<file path="src/rtl/median3x3_stream.sv">
module median3x3_stream #(
  parameter int PIX_W    = 8,
  parameter int CHANNELS = 3,
  parameter int DIM_W    = 12
) (
  input  logic                      clk,
  input  logic                      rst_n,
  input  logic                      start,
  input  logic [DIM_W-1:0]          dim_in,
  input  logic                      in_valid,
  input  logic [CHANNELS*PIX_W-1:0] in_pix,
  output logic                      out_valid,
  output logic [PIX_W-1:0]          out_pix
);
  localparam int TAPS   = 9;
  localparam int ROUNDS = TAPS;
  localparam int MID    = TAPS / 2;
  localparam int COL_W  = 3 * PIX_W;
  localparam logic [DIM_W-1:0] MIN_DIM = DIM_W'(3);
  localparam logic [DIM_W-1:0] FIRST_WIN = DIM_W'(2);

  logic [DIM_W-1:0] dim_q, col_idx;
  logic             running, win_vld;
  logic [COL_W-1:0] h0, h1, h2;
  logic             col_done;
  logic [COL_W-1:0] new_col;
  logic             accept;

  assign accept = running & in_valid & ~start;

  generate
    if (CHANNELS == 3) begin : g_wide
      assign col_done = accept;
      assign new_col  = in_pix;
    end else begin : g_narrow
      logic [1:0]         lane;
      logic [2*PIX_W-1:0] part;
      assign col_done = accept && (lane == 2'd2);
      assign new_col  = {in_pix[PIX_W-1:0], part};
      always_ff @(posedge clk or negedge rst_n) begin
        if (!rst_n) begin
          lane <= '0;
          part <= '0;
        end else if (start) begin
          lane <= '0;
        end else if (accept) begin
          if (lane == 2'd0) part[PIX_W-1:0] <= in_pix[PIX_W-1:0];
          if (lane == 2'd1) part[2*PIX_W-1:PIX_W] <= in_pix[PIX_W-1:0];
          lane <= (lane == 2'd2) ? 2'd0 : lane + 2'd1;
        end
      end

      spaced_out_chk: assert property (@(posedge clk) disable iff (!rst_n)
        out_valid |=> !out_valid);
    end
  endgenerate

  always_ff @(posedge clk or negedge rst_n) begin
    if (!rst_n) begin
      dim_q   <= '0;
      running <= 1'b0;
      col_idx <= '0;
      win_vld <= 1'b0;
      h0 <= '0;
      h1 <= '0;
      h2 <= '0;
    end else if (start) begin
      dim_q   <= dim_in;
      running <= 1'b1;
      col_idx <= '0;
      win_vld <= 1'b0;
    end else begin
      win_vld <= col_done && (col_idx >= FIRST_WIN) && (dim_q >= MIN_DIM);
      if (col_done) begin
        h0 <= h1;
        h1 <= h2;
        h2 <= new_col;
        col_idx <= (col_idx == dim_q - DIM_W'(1)) ? '0 : col_idx + DIM_W'(1);
      end
    end
  end

  function automatic logic [TAPS*PIX_W-1:0] oe_round(input logic [TAPS*PIX_W-1:0] v,
                                                     input int first);
    logic [TAPS*PIX_W-1:0] r;
    logic [PIX_W-1:0] a, b;
    r = v;
    for (int p = first; p + 1 < TAPS; p += 2) begin
      a = v[p*PIX_W +: PIX_W];
      b = v[(p+1)*PIX_W +: PIX_W];
      if (a < b) begin
        r[p*PIX_W +: PIX_W]     = a;
        r[(p+1)*PIX_W +: PIX_W] = b;
      end else begin
        r[p*PIX_W +: PIX_W]     = b;
        r[(p+1)*PIX_W +: PIX_W] = a;
      end
    end
    return r;
  endfunction

  logic [TAPS*PIX_W-1:0] win_vec;
  logic [TAPS*PIX_W-1:0] stage [1:ROUNDS];
  logic [ROUNDS-1:0]     vpipe;

  assign win_vec = {h2, h1, h0};

  generate
    for (genvar k = 1; k <= ROUNDS; k++) begin : g_round
      if (k == 1) begin : g_head
        always_ff @(posedge clk) stage[k] <= oe_round(win_vec, 0);
      end else begin : g_body
        always_ff @(posedge clk) stage[k] <= oe_round(stage[k-1], (k - 1) % 2);
      end
    end
  endgenerate

  always_ff @(posedge clk or negedge rst_n) begin
    if (!rst_n) vpipe <= '0;
    else        vpipe <= {vpipe[ROUNDS-2:0], win_vld};
  end

  assign out_valid = vpipe[ROUNDS-1];
  assign out_pix   = stage[ROUNDS][MID*PIX_W +: PIX_W];


  sorted_mid_chk: assert property (@(posedge clk) disable iff (!rst_n)
    out_valid |-> (stage[ROUNDS][(MID-1)*PIX_W +: PIX_W] <= out_pix) &&
                  (out_pix <= stage[ROUNDS][(MID+1)*PIX_W +: PIX_W]));

  quiet_chk: assert property (@(posedge clk) disable iff (!rst_n)
    !running |-> !out_valid);

  dim_hold_chk: assert property (@(posedge clk) disable iff (!rst_n)
    !start |=> $stable(dim_q));

  col_range_chk: assert property (@(posedge clk) disable iff (!rst_n)
    (running && dim_q >= MIN_DIM) |-> (col_idx < dim_q));

  win_gate_chk: assert property (@(posedge clk) disable iff (!rst_n)
    win_vld |-> $past(col_idx) >= FIRST_WIN);
endmodule

</file>
<file path="config.mk">
export PLATFORM = sky130hd
export DESIGN_NAME = median3x3_stream
export DESIGN_NICKNAME = d
export VERILOG_FILES = /design/src/rtl/median3x3_stream.sv
export SDC_FILE = /design/constraint.sdc
export NUM_CORES = 1
export LEC_CHECK = 0
export BUFFER_PORTS_ARGS = -buffer_cell sky130_fd_sc_hd__buf_4
export CAP_MARGIN = 10
export CELL_PAD_IN_SITES_DETAIL_PLACEMENT = 2
export CELL_PAD_IN_SITES_GLOBAL_PLACEMENT = 2
export CORE_ASPECT_RATIO = 1.1
export CORE_MARGIN = 4
export CORE_UTILIZATION = 44
export DETAILED_ROUTE_END_ITERATION = 10
export PLACE_DENSITY_LB_ADDON = 0.1
export SYNTH_ARGS = -nofsm -noshare
export SYNTH_HDL_FRONTEND = slang
export SYNTH_SLANG_ARGS = --single-unit
</file>
<file path="constraint.sdc">
create_clock -name clk -period 2.9 [get_ports clk]
set_input_delay 0 -clock clk [delete_from_list [all_inputs] [get_ports clk]]
set_output_delay 0 -clock clk [all_outputs]
set_load 0.03 [all_outputs]
</file>
==> impl_metrics.env, run 1 <==
export IMPL_pin_count=49
export IMPL_dp_slack_ps=110
export IMPL_r2r_start="dim_q[1]"
export IMPL_end_kind="flop"
export IMPL_synth_edf_count=0
export IMPL_clockBufferDepth=3
export IMPL_gr_total_overflow=0
export IMPL_place_hpwl_mm=41.5
export IMPL_worstMarginPinSlew_ps=688
export IMPL_nFillCells=5160
export IMPL_finalCritPeriodShare_pct=99.2
export IMPL_die_w_um=230
export IMPL_async_flop_share_pct=19.0
export IMPL_setup_viol=0
export IMPL_ff2ff_path_depth=10
export IMPL_cellLeakagePower_nw=12.7
export IMPL_clkTransAtPathRegs_ps=70
export IMPL_crit_slowest_cell="dfrtp_2"
export IMPL_r2r_end="col_idx[8]"
export IMPL_detail_route_iter0_violations=415
export IMPL_layout_setup_ws_ps=24.3
export IMPL_place_inst=2774
export IMPL_antenna_left=0
export IMPL_ys_types=48
export IMPL_gp_congestion=0.771
export IMPL_slew_headroom_pct=54.1
export IMPL_grt_pass1_vias=17200
export IMPL_nNetsFinal=2423
export IMPL_cpLargestDelayFamily="compound AO/OA/AOI/OAI gates"
export IMPL_fin_cells=2945
export IMPL_hp_class="in -> reg"
export IMPL_syn_avg_cell_area_um2=11.9
export IMPL_cp_cell_sequence="inv_4 -> ha_4 -> or3b_4 -> or3_1 -> a21o_1 -> a31o_2 -> a31o_4 -> buf_8 -> o21ai_0 -> a21o_1"
export IMPL_synth_cells=1994
export IMPL_cts_buffers=59
export IMPL_syn2layout_area_growth_pct=18.0
export IMPL_synth_nets=2248
export IMPL_first_pass_iters=4
export IMPL_peakVddDrop_mv=0.530
export IMPL_cap_violations=0
export IMPL_cp_buffers_inverters=2
export IMPL_netlist_area_um2=23800
export IMPL_clock_skew_ps=17.7
export IMPL_grt_pass1_wl_mm=95.0
export IMPL_grt_max_degree=108
export IMPL_portBuffers=48
export IMPL_fmax_mhz=348
export IMPL_root_buffer="clkbuf_16"
export IMPL_crit_fanout=7
export IMPL_coreArea_um2=53600
export IMPL_slowest_delay_ps=480
export IMPL_row_count=89
export IMPL_rsz0062_at_grt="yes"
export IMPL_worstPathArrival_ps=3430
export IMPL_hold_viol_final=0
export IMPL_die_y_um=252
export IMPL_r2r_slack_ps=20
export IMPL_cts_sinks=563
export IMPL_start_util_pct=44.4
export IMPL_synth_warnings=0
export IMPL_p_per_area_nw_per_um2=1470
export IMPL_drc=0
export IMPL_fin_crit_ps=2880
export IMPL_vias=15100
export IMPL_synth_seq_cells=563
export IMPL_required_ps=3450
export IMPL_h_tree_depth=2
export IMPL_crit_top_cell="a21o_1"
export IMPL_min_to="h2[3]"
export IMPL_floorplan_die_area_um2=57800
export IMPL_cts_tree="yes"
export IMPL_hold_depth=3
export IMPL_antenna_found_initial=0
export IMPL_slew_violations=0
export IMPL_worstSetupStartpointType="flop"
export IMPL_ys_seq_area_share_pct=49.7
export IMPL_grt_use_total_pct=20.5
export IMPL_clk_latency_ps=620
export IMPL_drive_above_1_share_pct=33.0
export IMPL_crit_type="reg -> reg"
export IMPL_ys_flop_type="dfxtp_1"
export IMPL_viasPerCell=5.11
export IMPL_drt_total_wl_mm=60.9
export IMPL_final_util_pct=52.4
export IMPL_wl_per_cell_um=20.7
export IMPL_outcome="finished, final reports clean"
export IMPL_hp_start="in_pix[3]"
[registers in the layout, indices dropped and copies added, names as in the netlist]
name	cells
win_vld	1
stage	456
h1	24
h0	24
dim_q	12
running	1
h2	24
vpipe	9
col_idx	12
[synth_stat cells, types with 2 or more instances]
cell	count	area share, %
a31o_2	3	0.11
nor2b_1	31	0.82
o41ai_2	30	2.1
nand2b_1	31	0.82
nand2_1	28	0.44
nor2_1	94	1.5
a21o_1	12	0.38
ha_1	214	11
mux2_2	476	23
or2_2	2	0.053
inv_1	213	3.4
nor3b_1	9	0.28
buf_4	9	0.28
nor4_1	6	0.16
buf_1	7	0.11
and3_1	9	0.24
xor2_1	5	0.18
xnor2_1	9	0.33
buf_2	4	0.084
a211o_1	2	0.074
o21ai_0	95	2.0
nor3_1	34	0.72
dfxtp_1	456	38
a21oi_1	62	1.3
dfrtp_1	107	11
clkbuf_1	24	0.38
[power breakdown]
part           total, W  switching [W]  internal [W]
Combinational    0.0185        0.00827        0.0103
Clock           0.00823        0.00318       0.00505
Sequential       0.0144        0.00285        0.0116
[final cells by class]
type / instances / area [um2] / share of cell area [%]
diodes: 1 / 2.50 / 0.00892
inverters: 213 / 802 / 2.86
repair buffers: 160 / 1390 / 4.96
clock buffers: 81 / 1730 / 6.18
flip-flops and latches: 563 / 11800 / 42.1
well taps: 728 / 911 / 3.25
clock inverters: 27 / 400 / 1.43
multi-input cells: 1172 / 11000 / 39.2
[placed cells by master, fill, tap and decap left out, types with 31 or more instances in the layout]
| master | synthesis | layout |
|---|---|---|
| o21ai_0 | 95 | 94 |
| nor2b_1 | 31 | 31 |
| ha_1 | 214 | 213 |
| inv_1 | 213 | 211 |
| clkbuf_16 | 0 | 63 |
| nor3_1 | 34 | 34 |
| a21oi_1 | 62 | 62 |
| buf_4 | 9 | 101 |
| mux2_2 | 476 | 476 |
| dfxtp_1 | 456 | 456 |
| nor2_1 | 94 | 93 |
| dfrtp_1 | 107 | 105 |
| dlygate4sd3_1 | 0 | 54 |
| nand2b_1 | 31 | 31 |
[routing by layer]
| metal | share of wire, % | up-vias | track usage [%] |
|---|---|---|---|
| li1 | - | 7250 | - |
| met1 | 41 | 7558 | 23.5 |
| met2 | 54 | 158 | 39.5 |
| met3 | 2.4 | 90 | 3.18 |
| met4 | 2.3 | 0 | 5.37 |
| met5 | 0 | - | 0 |
[stage by stage]
step / power [W] / TNS [ps] / cell area (um2) / hold slack, ps
finish: 0.0412 / 0 / 28000 / 147
global route: 0.0444 / -199 / 28000 / 122
CTS: 0.0418 / 0 / 27900 / 107
detailed placement: 0.0329 / 0 / 25200 / 119
global placement: 0.0318 / 0 / 25200 / 95.6
floorplan: 0.0270 / 0 / 23800 / -296
[logic make-up after synthesis]
| group | count (synthesis) | share of synthesized area (%) |
|---|---|---|
| and+or+nand+nor | 253 | 5.33 |
| AOI/OAI and AO/OA | 213 | 6.25 |
| DFF | 563 | 49.7 |
| adders and majority gates | 214 | 11.3 |
| muxes | 478 | 22.7 |
| buffers and inverters | 259 | 4.29 |
| xor gates and xnor gates | 14 | 0.516 |
[tightest hold or removal path: stages]
cell	delay [ps]
dlygate4sd3_1	520
buf_4	90
mux2_2	120
[how the worst max path moves through the flow]
stage / startpoint / end / slack, ps / cells after the start
after floorplan: dim_q[0] / col_idx[3] / 380 / 10
after global placement: dim_q[0] / col_idx[3] / 290 / 10
after detailed placement: dim_q[0] / col_idx[2] / 110 / 10
after CTS: dim_q[0] / col_idx[2] / 60 / 10
after global routing: dim_q[1] / col_idx[8] / -60 / 10
final: dim_q[1] / col_idx[8] / 20 / 10
[what timing repair did]
item / CTS / global route
cloned: 0 / 1
endpoints found under the hold margin: 148 / 0
pin swaps: 0 / 7
buffers inserted: 0 / 7
endpoints found under the setup margin: 1 / 12
gates resized for setup: 1 / 19
hold buffers: 54 / 0
(Power assumes the default switching activity.)
==> run 2: changes to the inputs <==
--- a/config.mk
+++ b/config.mk
@@ -7,11 +7,12 @@
 export LEC_CHECK = 0
 export BUFFER_PORTS_ARGS = -buffer_cell sky130_fd_sc_hd__buf_4
 export CAP_MARGIN = 10
-export CELL_PAD_IN_SITES_DETAIL_PLACEMENT = 2
-export CELL_PAD_IN_SITES_GLOBAL_PLACEMENT = 2
+export CELL_PAD_IN_SITES_DETAIL_PLACEMENT = 1
+export CELL_PAD_IN_SITES_GLOBAL_PLACEMENT = 1
 export CORE_ASPECT_RATIO = 1.1
 export CORE_MARGIN = 4
-export CORE_UTILIZATION = 44
+export CORE_UTILIZATION = 51
+export CTS_CLUSTER_SIZE = 30
 export DETAILED_ROUTE_END_ITERATION = 10
 export PLACE_DENSITY_LB_ADDON = 0.1
 export SYNTH_ARGS = -nofsm -noshare
==> impl_metrics.env, run 2 (synthesis gave the netlist of run 1 again) <==
export IMPL_syn2layout_area_growth_pct=16.7
export IMPL_fmax_mhz=356
export IMPL_worstMarginPinSlew_ps=683
export IMPL_die_w_um=214
export IMPL_crit_slowest_cell="nor4_2"
export IMPL_slew_headroom_pct=54.5
export IMPL_slowest_delay_ps=590
export IMPL_most_common_layout_cells="476 x mux2_2, 456 x dfxtp_1, 213 x ha_1, 211 x inv_1, 106 x dfrtp_1"
export IMPL_setup_viol=0
export IMPL_floorplan_die_area_um2=50100
export IMPL_worstPathArrival_ps=3300
export IMPL_cts_buffers=57
export IMPL_h_tree_depth=2
export IMPL_cts_sinks=563
export IMPL_cts_tree="yes"
export IMPL_required_ps=3390
export IMPL_switchingPower_w=0.0136
export IMPL_holdWs_ps=176
export IMPL_finalCritPeriodShare_pct=96.9
export IMPL_outcome="finished, final reports clean"
export IMPL_grt_pass1_wl_mm=85.1
export IMPL_cp_buffers_inverters=1
export IMPL_fin_crit_ps=2810
export IMPL_clk_latency_ps=600
export IMPL_nNetsFinal=2421
export IMPL_portBuffers=48
export IMPL_gr_total_overflow=0
export IMPL_drc=0
export IMPL_drt_total_wl_mm=52.3
export IMPL_cp_cell_sequence="buf_4 -> nor4_2 -> a21boi_0 -> a211o_1 -> a2111oi_4 -> a31o_4 -> nor3_1 -> a211o_1"
export IMPL_internal_power_w=0.0267
export IMPL_peakVddDrop_mv=0.692
export IMPL_detail_route_iter0_violations=456
export IMPL_ff2ff_path_depth=8
export IMPL_start_util_pct=51.8
export IMPL_drive_above_1_share_pct=32.7
export IMPL_fin_cells=2801
export IMPL_grt_max_degree=95
export IMPL_antenna_left=0
export IMPL_nFillCells=4634
export IMPL_antenna_found_initial=1
export IMPL_clock_skew_ps=17.8
export IMPL_clkTransAtPathRegs_ps=70
export IMPL_largest_reg_flops=456
export IMPL_worstSetupStartpointType="flop"
export IMPL_root_buffer="clkbuf_16"
export IMPL_crit_type="reg -> reg"
export IMPL_die_y_um=234
export IMPL_hold_viol_final=0
export IMPL_cp_num_cells=8
export IMPL_power_frac_comb_pct=45.0
export IMPL_grt_use_total_pct=21.2
export IMPL_wl_per_cell_um=18.7
export IMPL_viasPerCell=5.24
export IMPL_grt_pass1_vias=16400
export IMPL_seq_power_share_pct=35.4
export IMPL_top_register="stage"
export IMPL_hp_class="in -> reg"
export IMPL_first_pass_iters=4
export IMPL_pwr_share_clk_pct=19.6
export IMPL_cellLeakagePower_nw=12.7
export IMPL_cap_violations=0
export IMPL_clockBufferDepth=3
export IMPL_place_hpwl_mm=36.7
export IMPL_crit_top_cell="a211o_1"
export IMPL_final_common_cell="mux2_2"
export IMPL_cpLargestDelayFamily="compound AO/OA/AOI/OAI gates"
export IMPL_slew_violations=0
export IMPL_pin_count=49
export IMPL_end_kind="flop"
export IMPL_gp_congestion=0.803
export IMPL_final_util_pct=60.5
export IMPL_p_per_area_nw_per_um2=1450
export IMPL_p_sw_share_pct=33.7
export IMPL_place_inst=2635
export IMPL_hold_depth=3
export IMPL_coreArea_um2=45900
export IMPL_row_count=82
export IMPL_finalSetupTns_ps=0
export IMPL_vias=14700
export IMPL_crit_fanout=6
## run 2: cell count changes in the layout (fill, tap and decap cells not counted), sizes merged, moves of 2 or more
cell      before  now
clkbuf        82   74
a31o           3    5
buf          105  103
clkinv        14   16
clkinvlp       0    2
inv          216  214
## run 2: metrics by stage
stage	power (W)	area (um2)	worst slack, ps
finish	0.0403	27700	89.1
global route	0.0435	27700	-5.46
CTS	0.0408	27600	83.4
detailed placement	0.0324	25000	111
global placement	0.0315	25000	223
floorplan	0.0270	23800	384
## run 2: power by group through the flow
stage	sequential (W)	combinational, W	clock (W)
global route	0.0147	0.0203	0.00845
CTS	0.0143	0.0184	0.00808
finish	0.0142	0.0181	0.00791
global placement	0.0142	0.0173	0
floorplan	0.0132	0.0138	0
detailed placement	0.0144	0.0180	0
## run 2: path summary, 6_finish.rpt
path / slack, ps / endpoint / from
max: 90 / col_idx[10] / dim_q[0]
min: 180 / h2[20] / in_pix[20]
max reg2reg: 90 / col_idx[10] / dim_q[0]
min reg2reg: 330 / stage[0][282] / stage[0][210]
max in group asynchronous: 1010 / dim_q[7] / rst_n
min in group asynchronous: 530 / col_idx[0] / rst_n
## run 2: what timing repair did
action,4_1_cts,5_1_grt
hold endpoints to repair,106,0
setup endpoints to repair,0,12
gates resized for setup,0,11
hold buffers,55,0
buffers inserted,0,4
## run 2: layout make-up
type                            instances  area, um2  share of cell area [%]
Tap cell                              588        736                    2.65
Clock inverter                         30        438                    1.58
Multi-Input combinational cell       1174      11000                    39.7
Antenna cell                            1       2.50                 0.00902
Sequential cell                       563      11800                    42.6
Inverter                              213        800                    2.88
Clock buffer                           74       1610                    5.81
Timing Repair Buffer                  158       1340                    4.82
## run 2: layer usage
metal / GRT usage [%] / routed length (um) / vias to the layer above
met5: 0 / 0 / -
met4: 6.82 / 1520 / 0
met1: 25.2 / 22000 / 7159
li1: - / - / 7244
met3: 2.62 / 1130 / 104
met2: 39.8 / 27700 / 167
## run 2: worst register-to-register path: stages, from the launching register on
cell	delay [ps]
dfrtp_2	430
buf_4	160
nor4_2	590
a21boi_0	250
a211o_1	300
a2111oi_4	330
a31o_4	270
nor3_1	80
a211o_1	280
